[src/rtl/clkshape_pkg.sv]
package clkshape_pkg;

    typedef enum logic [1:0] {
        ST_SYNC   = 2'd0,
        ST_RUN_1X = 2'd1,
        ST_RUN_2X = 2'd2
    } run_state_e;

    // Step count from the split coarse/fine encoding, clamped to 31.
    function automatic logic [4:0] calc_steps(input logic [7:0] setting);
        logic [1:0] coarse;
        logic [2:0] fine;
        logic [5:0] sum;
        coarse = setting[7:6];
        fine   = coarse[1] ? setting[5:3] : setting[2:0];
        sum    = {1'b0, coarse, 3'b000} + {3'b000, fine} + 6'd1;
        if (sum[5])
            return 5'd31;
        return sum[4:0];
    endfunction

endpackage

[src/rtl/clkshape_regs.sv]
module clkshape_regs #(
    parameter int REG_W = 8
) (
    input  logic             clk,
    input  logic             rst_n,
    input  logic             wr_en,
    input  logic             wr_sel,
    input  logic [REG_W-1:0] wr_data,
    input  logic             rd_sel,
    output logic [REG_W-1:0] rd_data,
    output logic [REG_W-1:0] step_q,
    output logic             loop_sel_q,
    output logic             dbl_sel_q
);
    localparam int LOOP_BIT = 0;
    localparam int FB_BIT   = 2;
    localparam int DBL_BIT  = 4;

    logic fb_sel_q;

    always_ff @(posedge clk) begin
        if (!rst_n) begin
            step_q     <= '0;
            loop_sel_q <= 1'b0;
            fb_sel_q   <= 1'b0;
            dbl_sel_q  <= 1'b0;
        end else if (wr_en) begin
            if (!wr_sel) begin
                step_q <= wr_data;
            end else begin
                loop_sel_q <= wr_data[LOOP_BIT];
                fb_sel_q   <= wr_data[FB_BIT];
                dbl_sel_q  <= wr_data[DBL_BIT];
            end
        end
    end

    always_comb begin
        rd_data = '0;
        if (!rd_sel) begin
            rd_data = step_q;
        end else begin
            rd_data[LOOP_BIT] = loop_sel_q;
            rd_data[FB_BIT]   = fb_sel_q;
            rd_data[DBL_BIT]  = dbl_sel_q;
        end
    end

endmodule

[src/rtl/clkshape_phase_fsm.sv]
module clkshape_phase_fsm
    import clkshape_pkg::*;
#(
    parameter int STEP_W = 5
) (
    input  logic              clk,
    input  logic              rst_n,
    input  logic [7:0]        step_q,
    input  logic              loop_sel_q,
    input  logic              dbl_sel_q,
    output run_state_e        state,
    output logic [STEP_W-1:0] phase,
    output logic [STEP_W-1:0] act_n,
    output logic              wrap
);
    localparam logic [STEP_W-1:0] LAST_FULL = {STEP_W{1'b1}};
    localparam logic [STEP_W-1:0] LAST_HALF = {1'b0, {(STEP_W-1){1'b1}}};

    run_state_e        state_nxt;
    logic              load;
    logic [STEP_W-1:0] last;

    assign last = (state == ST_RUN_2X) ? LAST_HALF : LAST_FULL;
    assign wrap = (state != ST_SYNC) && (phase == last);

    always_comb begin
        load      = 1'b0;
        state_nxt = state;
        unique case (state)
            ST_SYNC:   load = 1'b1;
            ST_RUN_1X: load = wrap;
            ST_RUN_2X: load = wrap;
            default:   load = 1'b1;
        endcase
        if (load)
            state_nxt = (!loop_sel_q && dbl_sel_q) ? ST_RUN_2X : ST_RUN_1X;
    end

    always_ff @(posedge clk) begin
        if (!rst_n)
            state <= ST_SYNC;
        else
            state <= state_nxt;
    end

    always_ff @(posedge clk) begin
        if (!rst_n) begin
            phase <= '0;
            act_n <= STEP_W'(1);
        end else if (load) begin
            phase <= '0;
            act_n <= STEP_W'(calc_steps(step_q));
        end else begin
            phase <= phase + 1'b1;
        end
    end

endmodule

[src/rtl/clkshape_outgen.sv]
module clkshape_outgen
    import clkshape_pkg::*;
#(
    parameter int STEP_W = 5
) (
    input  run_state_e        state,
    input  logic [STEP_W-1:0] phase,
    input  logic [STEP_W-1:0] act_n,
    output logic              clk_shaped,
    output logic              clk_delayed
);
    logic [STEP_W-1:0] half_n;
    logic [STEP_W-1:0] diff_full;
    logic [STEP_W-2:0] diff_half;

    assign half_n    = ((act_n >> 1) == '0) ? STEP_W'(1) : (act_n >> 1);
    assign diff_full = phase - act_n;
    assign diff_half = phase[STEP_W-2:0] - half_n[STEP_W-2:0];

    always_comb begin
        clk_shaped  = 1'b0;
        clk_delayed = 1'b0;
        unique case (state)
            ST_SYNC: begin
                clk_shaped  = 1'b0;
                clk_delayed = 1'b0;
            end
            ST_RUN_1X: begin
                clk_shaped  = phase < act_n;
                clk_delayed = !diff_full[STEP_W-1];
            end
            ST_RUN_2X: begin
                clk_shaped  = phase < half_n;
                clk_delayed = !diff_half[STEP_W-2];
            end
            default: begin
                clk_shaped  = 1'b0;
                clk_delayed = 1'b0;
            end
        endcase
    end

endmodule

[src/rtl/clkshape_gen.sv]
module clkshape_gen
    import clkshape_pkg::*;
#(
    parameter int REG_W  = 8,
    parameter int STEP_W = 5
) (
    input  logic             clk,
    input  logic             rst_n,
    input  logic             wr_en,
    input  logic             wr_sel,
    input  logic [REG_W-1:0] wr_data,
    input  logic             rd_sel,
    output logic [REG_W-1:0] rd_data,
    output logic             clk_shaped,
    output logic             clk_delayed
);
    logic [REG_W-1:0]  step_q;
    logic              loop_sel_q;
    logic              dbl_sel_q;
    run_state_e        state;
    logic [STEP_W-1:0] phase;
    logic [STEP_W-1:0] act_n;
    logic              wrap;

    clkshape_regs #(.REG_W(REG_W)) u_regs (
        .clk        (clk),
        .rst_n      (rst_n),
        .wr_en      (wr_en),
        .wr_sel     (wr_sel),
        .wr_data    (wr_data),
        .rd_sel     (rd_sel),
        .rd_data    (rd_data),
        .step_q     (step_q),
        .loop_sel_q (loop_sel_q),
        .dbl_sel_q  (dbl_sel_q)
    );

    clkshape_phase_fsm #(.STEP_W(STEP_W)) u_fsm (
        .clk        (clk),
        .rst_n      (rst_n),
        .step_q     (step_q[7:0]),
        .loop_sel_q (loop_sel_q),
        .dbl_sel_q  (dbl_sel_q),
        .state      (state),
        .phase      (phase),
        .act_n      (act_n),
        .wrap       (wrap)
    );

    clkshape_outgen #(.STEP_W(STEP_W)) u_out (
        .state       (state),
        .phase       (phase),
        .act_n       (act_n),
        .clk_shaped  (clk_shaped),
        .clk_delayed (clk_delayed)
    );

endmodule

[config.mk]
export PLATFORM = sky130hd
export DESIGN_NAME = clkshape_gen
export DESIGN_NICKNAME = d
export VERILOG_FILES = /design/src/rtl/clkshape_pkg.sv /design/src/rtl/clkshape_regs.sv /design/src/rtl/clkshape_phase_fsm.sv /design/src/rtl/clkshape_outgen.sv /design/src/rtl/clkshape_gen.sv
export SDC_FILE = /design/constraint.sdc
export NUM_CORES = 1
export LEC_CHECK = 0
export ABC_CLOCK_PERIOD_IN_PS = 4800
export BUFFER_PORTS_ARGS = -buffer_cell sky130_fd_sc_hd__buf_2
export CAP_MARGIN = 0
export CORE_MARGIN = 4
export CORE_UTILIZATION = 50
export CTS_CLUSTER_DIAMETER = 120
export DETAILED_ROUTE_END_ITERATION = 6
export GPL_TIMING_DRIVEN = 0
export PLACE_DENSITY = 0.72
export SLEW_MARGIN = 0
export SYNTH_ARGS = -nofsm -noshare
export SYNTH_HDL_FRONTEND = slang
export SYNTH_SLANG_ARGS = --single-unit
[constraint.sdc]
create_clock -name clk -period 4.8 [get_ports clk]
set_clock_uncertainty 0.2 [all_clocks]
set_input_delay 0.72 -clock clk [delete_from_list [all_inputs] [get_ports clk]]
set_output_delay 0.72 -clock clk [all_outputs]
set_load 0.05 [all_outputs]
# After elaboration in Yosys (flattened, before gate mapping)
# Index checks and enable logic that the tools add are counted.
[classes]
order_cmp = 2
n_mux = 18
bitwise_logic = 2
n_reduce_logical = 11
eq_ne = 3
n_addsub = 5
[op_table]
columns = ["operator", "count"]
rows = [
  ["two-way mux 5 bit", 3],
  ["< comparator 5 bit", 2],
  ["two-way mux 1 bit", 9],
  ["adder 5 x 3 -> 6 bit", 1],
  ["adder 6 x 1 -> 6 bit (second input constant)", 1],
  ["two-way mux 3 bit", 2],
  ["adder 5 x 1 -> 5 bit (second input constant)", 1],
  ["== test 5 bit", 1],
  ["logical NOT 5 bit", 1],
  ["subtractor 5 bit", 1],
  ["two-way mux 4 bit", 1],
  ["case mux 1 bit (2 select lines)", 2],
  ["AND reduction 2 bit", 2],
  ["OR reduction 2 bit", 2],
  ["subtractor 4 bit", 1],
  ["logical NOT 1 bit", 3],
  ["== test 2 x 1 -> 1 bit (second input constant)", 1],
  ["== test 2 bit (second input constant)", 1],
  ["logical AND 1 bit", 2],
  ["two-way mux 2 bit", 1],
  ["inverter 1 bit", 2],
  ["nonzero test 2 bit", 1],
]
[totals]
elab_cells = 48
regBits = 23
inputBits = 13

# Longest topological paths before layout
[logic_depth]
word_depth = 8
mapped_depth = 7
ltp_nobuf = 6

# Cells and area by module
# A second synthesis with hierarchy kept.
[hier_totals]
cells_unflattened = 151
area_unflattened_um2 = 1386.3
[by_module_without_submodules]
columns = ["module", "area_per_inst_um2", "instances", "cells_per_inst"]
rows = [
  ["clkshape_phase_fsm", 606.8, 1, 59],
  ["clkshape_regs", 510.5, 1, 55],
  ["clkshape_outgen", 269.0, 1, 37],
]

# Worst setup path before layout
# OpenSTA, ideal clock, no wires.
[synth_timing]
path_kind = "register -> output"
startpoint = "register u_fsm.act_n[1]"
endpoint = "output port clk_shaped"
path_slack_ns = 2.193
path_stages_with_launch = 6
arrival_time_ns = 1.687
path_buffers = 0
cell_sequence = "dfxtp_1 inv_1 ha_1 a2111o_1 a311oi_1 o21a_1"
[synth_via]
elab_chain_cells = 4
elab_cells_between_ends = 5
cone_classes = "order compare: 2; mux: 2; reduce/logical: 1"
[synth_lines]
columns = ["item", "line", "rtl"]
rows = [
  ["from (decl)", "clkshape_phase_fsm.sv:13", "output logic [STEP_W-1:0] act_n,"],
  ["from (signal assigned)", "clkshape_phase_fsm.sv:52", "act_n <= STEP_W'(calc_steps(step_q));"],
  ["logical NOT 5 bit", "clkshape_outgen.sv:16", "assign half_n = ((act_n >> 1) == '0) ? STEP_W'(1) : (act_n >> 1);"],
  ["two-way mux 4 bit", "clkshape_outgen.sv:16", ""],
  ["< comparator 5 bit", "clkshape_outgen.sv:33", "clk_shaped = phase < half_n;"],
  ["case mux 1 bit (2 select lines) (*)", "clkshape_outgen.sv:23", "unique case (state)"],
  ["to (decl)", "clkshape_gen.sv:14", "output logic clk_shaped,"],
]
# Mark *: on every way between the ends. The rest lies on a longest branch, timed or not.

# Worst setup path in the final report
[layout_timing]
startpoint = "register u_fsm.act_n[3]"
endpoint = "output port clk_delayed"
[layout_via]
elab_chain_cells = 5
elab_cells_between_ends = 7
cone_classes = "add/sub: 2; mux: 2; reduce/logical: 3"
[layout_lines]
columns = ["item", "line", "rtl"]
rows = [
  ["logical NOT 5 bit", "clkshape_outgen.sv:16", ""],
  ["two-way mux 4 bit", "clkshape_outgen.sv:16", ""],
  ["subtractor 4 bit", "clkshape_outgen.sv:18", "assign diff_half = phase[STEP_W-2:0] - half_n[STEP_W-2:0];"],
  ["logical NOT 1 bit", "clkshape_outgen.sv:34", "clk_delayed = !diff_half[STEP_W-2];"],
  ["case mux 1 bit (2 select lines) (*)", "clkshape_outgen.sv:23", ""],
  ["to (decl)", "clkshape_gen.sv:15", "output logic clk_delayed"],
]
# Marks and branches as above.

==> qor.csv <==
stage,metric,value,unit
status,status,finished clean,
routing,DRC,0,
die,number of I/O pins,23,
sta,setup tns final,0,ns
routing,routed len/inst,13.5,um
critical_path,"Data required, critical path",3.88,ns
clocking,Post-CTS Repair Setup Buffers,0,
synthesis,"flops & latches, synth",23,
synthesis,distinct cell type count after synthesis,36,
synthesis,Synth area leaders,"dfxtp_1 34%, ha_1 11%, nor2b_1 6.0%",
global_route,first-pass GRT wire length,4770,um
routing,Vias,1120,
cells_and_area,Final Core Density,60.2,%
cells_and_area,Area Growth Syn to Fin,12.5,%
global_route,total track usage,17.5,%
sta,Final Hold Vio Count,0,
sta,post-route clock period utilization,64.8,%
cells_and_area,Layout fillers,238,
critical_path,worst r2r src,u_fsm.phase[0],
synthesis,"EDFF count, synth",0,
routing,Post-DRT Antenna Nets,0,
global_route,largest net degree at the start of global routing,13,
clocking,TritonCTS buffer count,3,
die,die area,3600,sq um
sta,RSZ-0062 raised after global routing,no,
clocking,CTS clock-pin slew for the worst setup and hold paths,0.11,ns
clocking,CTS tree,yes,
sta,minimum clock period,3.11,ns
clocking,clk root buf,clkbuf_4,
global_route,vias in the first global route,1072,
critical_path,R2R setup slack,2.90,ns
sta,max-slew violations,0,
global_route,antenna violations before repair,0,
synthesis,Syn Nets,174,
clocking,clk buf depth,2,
critical_path,worst-path maximum fanout,3,
placed_design,routability congestion estimate,0.785,
cells_and_area,final instance area,1520,sq um
critical_path,Reg-to-Reg End,u_fsm.act_n[0],
placed_design,placed inst area,1490,sq um
sta,worst slew pin tran,0.417,ns
die,row cnt,18,
routing,Routed WL,2750,um
min_path,worst hold path startpoint,u_fsm.state[1],
cells_and_area,area of the multi-input gates,835,sq um
cells_and_area,most frequent cells in the layout,"23 x buf_2, 23 x dfxtp_1, 13 x nor2b_1",
power,Max VDD drop,182,uV
die,Die Y,60.0,um
critical_path,nature of the critical path startpoint,register,
placed_design,DP HPWL,2190,um
cells_and_area,share of cells above drive strength 1,20.7,%
min_path,Hold Path Depth,2,
sta,max frequency,321,MHz
synthesis,mapped cell area,1350,sq um
die,Die X,60.0,um
synthesis,Yosys top cell by area,dfxtp_1,
sta,# setup viols final,0,
die,Initial Utilization,53.5,%
synthesis,Synth Flop Type,dfxtp_1,
clocking,H-tree levels,1,
clocking,post-cts hold buffer count,0,
routing,DRT iter0 DRCs,20,
cells_and_area,n_diodes,0,
min_path,Hold Path Class,reg -> reg,
synthesis,area share of the largest cell type after synthesis,34.1,%
cells_and_area,sequential cell area,460,sq um
critical_path,Arrival @ worst endpoint,2.19,ns
cells_and_area,nets,200,
global_route,gr ovfl total,0,
min_path,hold endpoint,u_fsm.state[1],
power,P_leak,0.000669,uW
clocking,clock network latency to the later pin of the worst-skew pair,0.31,ns
synthesis,"Seq/Total Area, Yosys",34.1,%
synthesis,syn avg cell area,9.06,sq um
clocking,post-cts gate resize count,0,
die,core footprint,2520,sq um
critical_path,class of the most critical setup path,reg -> out,
sta,slew margin rel.,72.0,%
routing,vias per cell,5.49,
synthesis,fraction of registers with async set/reset,0,%
clocking,CTS sink count,23,
placed_design,Port Buffers,21,
critical_path,CP Capture Type,output port,
synthesis,synthesized instance count,149,
run,total of max-cap violations,0,
critical_path,worst r2r path cells,5,
power,PwrDens,261,nW/um^2
synthesis,Yosys warning count,0,
routing,Pre-Repair DR Iteration Count,4,
synth_stat cells, types with 3 or more instances:
cell,n
nand2_1,10
nor2b_1,13
a21oi_1,3
nor3_1,3
mux2_2,6
mux2i_1,8
clkbuf_1,3
and3_1,3
o21ai_0,3
nand3_1,7
nor3b_1,3
xor2_1,4
inv_1,9
nor2_1,11
a21boi_0,4
ha_1,12
dfxtp_1,23
cell type report:
cell class / count / share of cell area, %
multi-input cells: 112 / 54.9
flip-flops and latches: 23 / 30.3
repair buffers: 21 / 6.92
well taps: 30 / 2.47
inverters: 9 / 2.22
clock buffers: 4 / 1.73
plain buffers: 5 / 1.40
state kept, by name, summed over array words and instances (netlist names):
name	flops
u_regs.loop_sel_q	1
u_fsm.state	2
u_regs.fb_sel_q	1
u_fsm.act_n	5
u_regs.dbl_sel_q	1
u_fsm.phase	5
u_regs.step_q	8
metrics by stage:
step	hold slack, ns	power, uW	cells	worst slack [ns]
finish	0.288	396	204	1.69
CTS	0.295	400	204	1.67
global placement	0.266	309	200	2.12
floorplan	0.240	287	149	2.19
detailed placement	0.278	313	200	2.02
global route	0.322	420	204	1.58
worst max-delay path: stages, from the launching register on:
cell and delay (ns):
dfxtp_1 0.39, inv_1 0.08, ha_1 0.29, nand2_1 0.05, o31ai_1 0.41, mux2i_1 0.27, o31a_1 0.15, buf_2 0.26
how the worst max path moves through the flow:
stage	startpoint	end	slack [ns]
2_1_floorplan	u_fsm.act_n[1]	clk_shaped	2.19
3_3_place_gp	u_fsm.act_n[3]	clk_delayed	2.12
3_5_place_dp	u_fsm.act_n[3]	clk_delayed	2.02
4_1_cts	u_fsm.act_n[3]	clk_delayed	1.67
5_1_grt	u_fsm.act_n[3]	clk_delayed	1.58
6_report	u_fsm.act_n[3]	clk_delayed	1.69
layer usage:
metal / track usage (%) / vias to the layer above / part of all wire, %
met1: 21.1 / 522 / 45
met5: 0 / - / 0
li1: - / 570 / -
met2: 30.6 / 21 / 50
met3: 2.38 / 7 / 2.9
met4: 7.59 / 0 / 2.1
where the power goes:
part	switching (uW)	leakage, uW	total [uW]	internal [uW]
Combinational	58.2	0.000466	97.6	39.4
Sequential	9.48	0.000188	211	201
Clock	55.1	0.0000150	87.5	32.4
Total	123	0.000669	396	273
cell families (layout without fill, tap and decap cells):
family / count (synthesis) / count (layout) / synth area share [%]
xor+xnor: 5 / 5 / 3.24
buf+inv: 14 / 39 / 4.08
simple gates: 58 / 58 / 23.2
compound gates: 23 / 23 / 13.3
flops: 23 / 23 / 34.1
mux: 14 / 14 / 10.9
fa+ha+maj: 12 / 12 / 11.1
No activity file was read; power rests on OpenSTA's default activity.
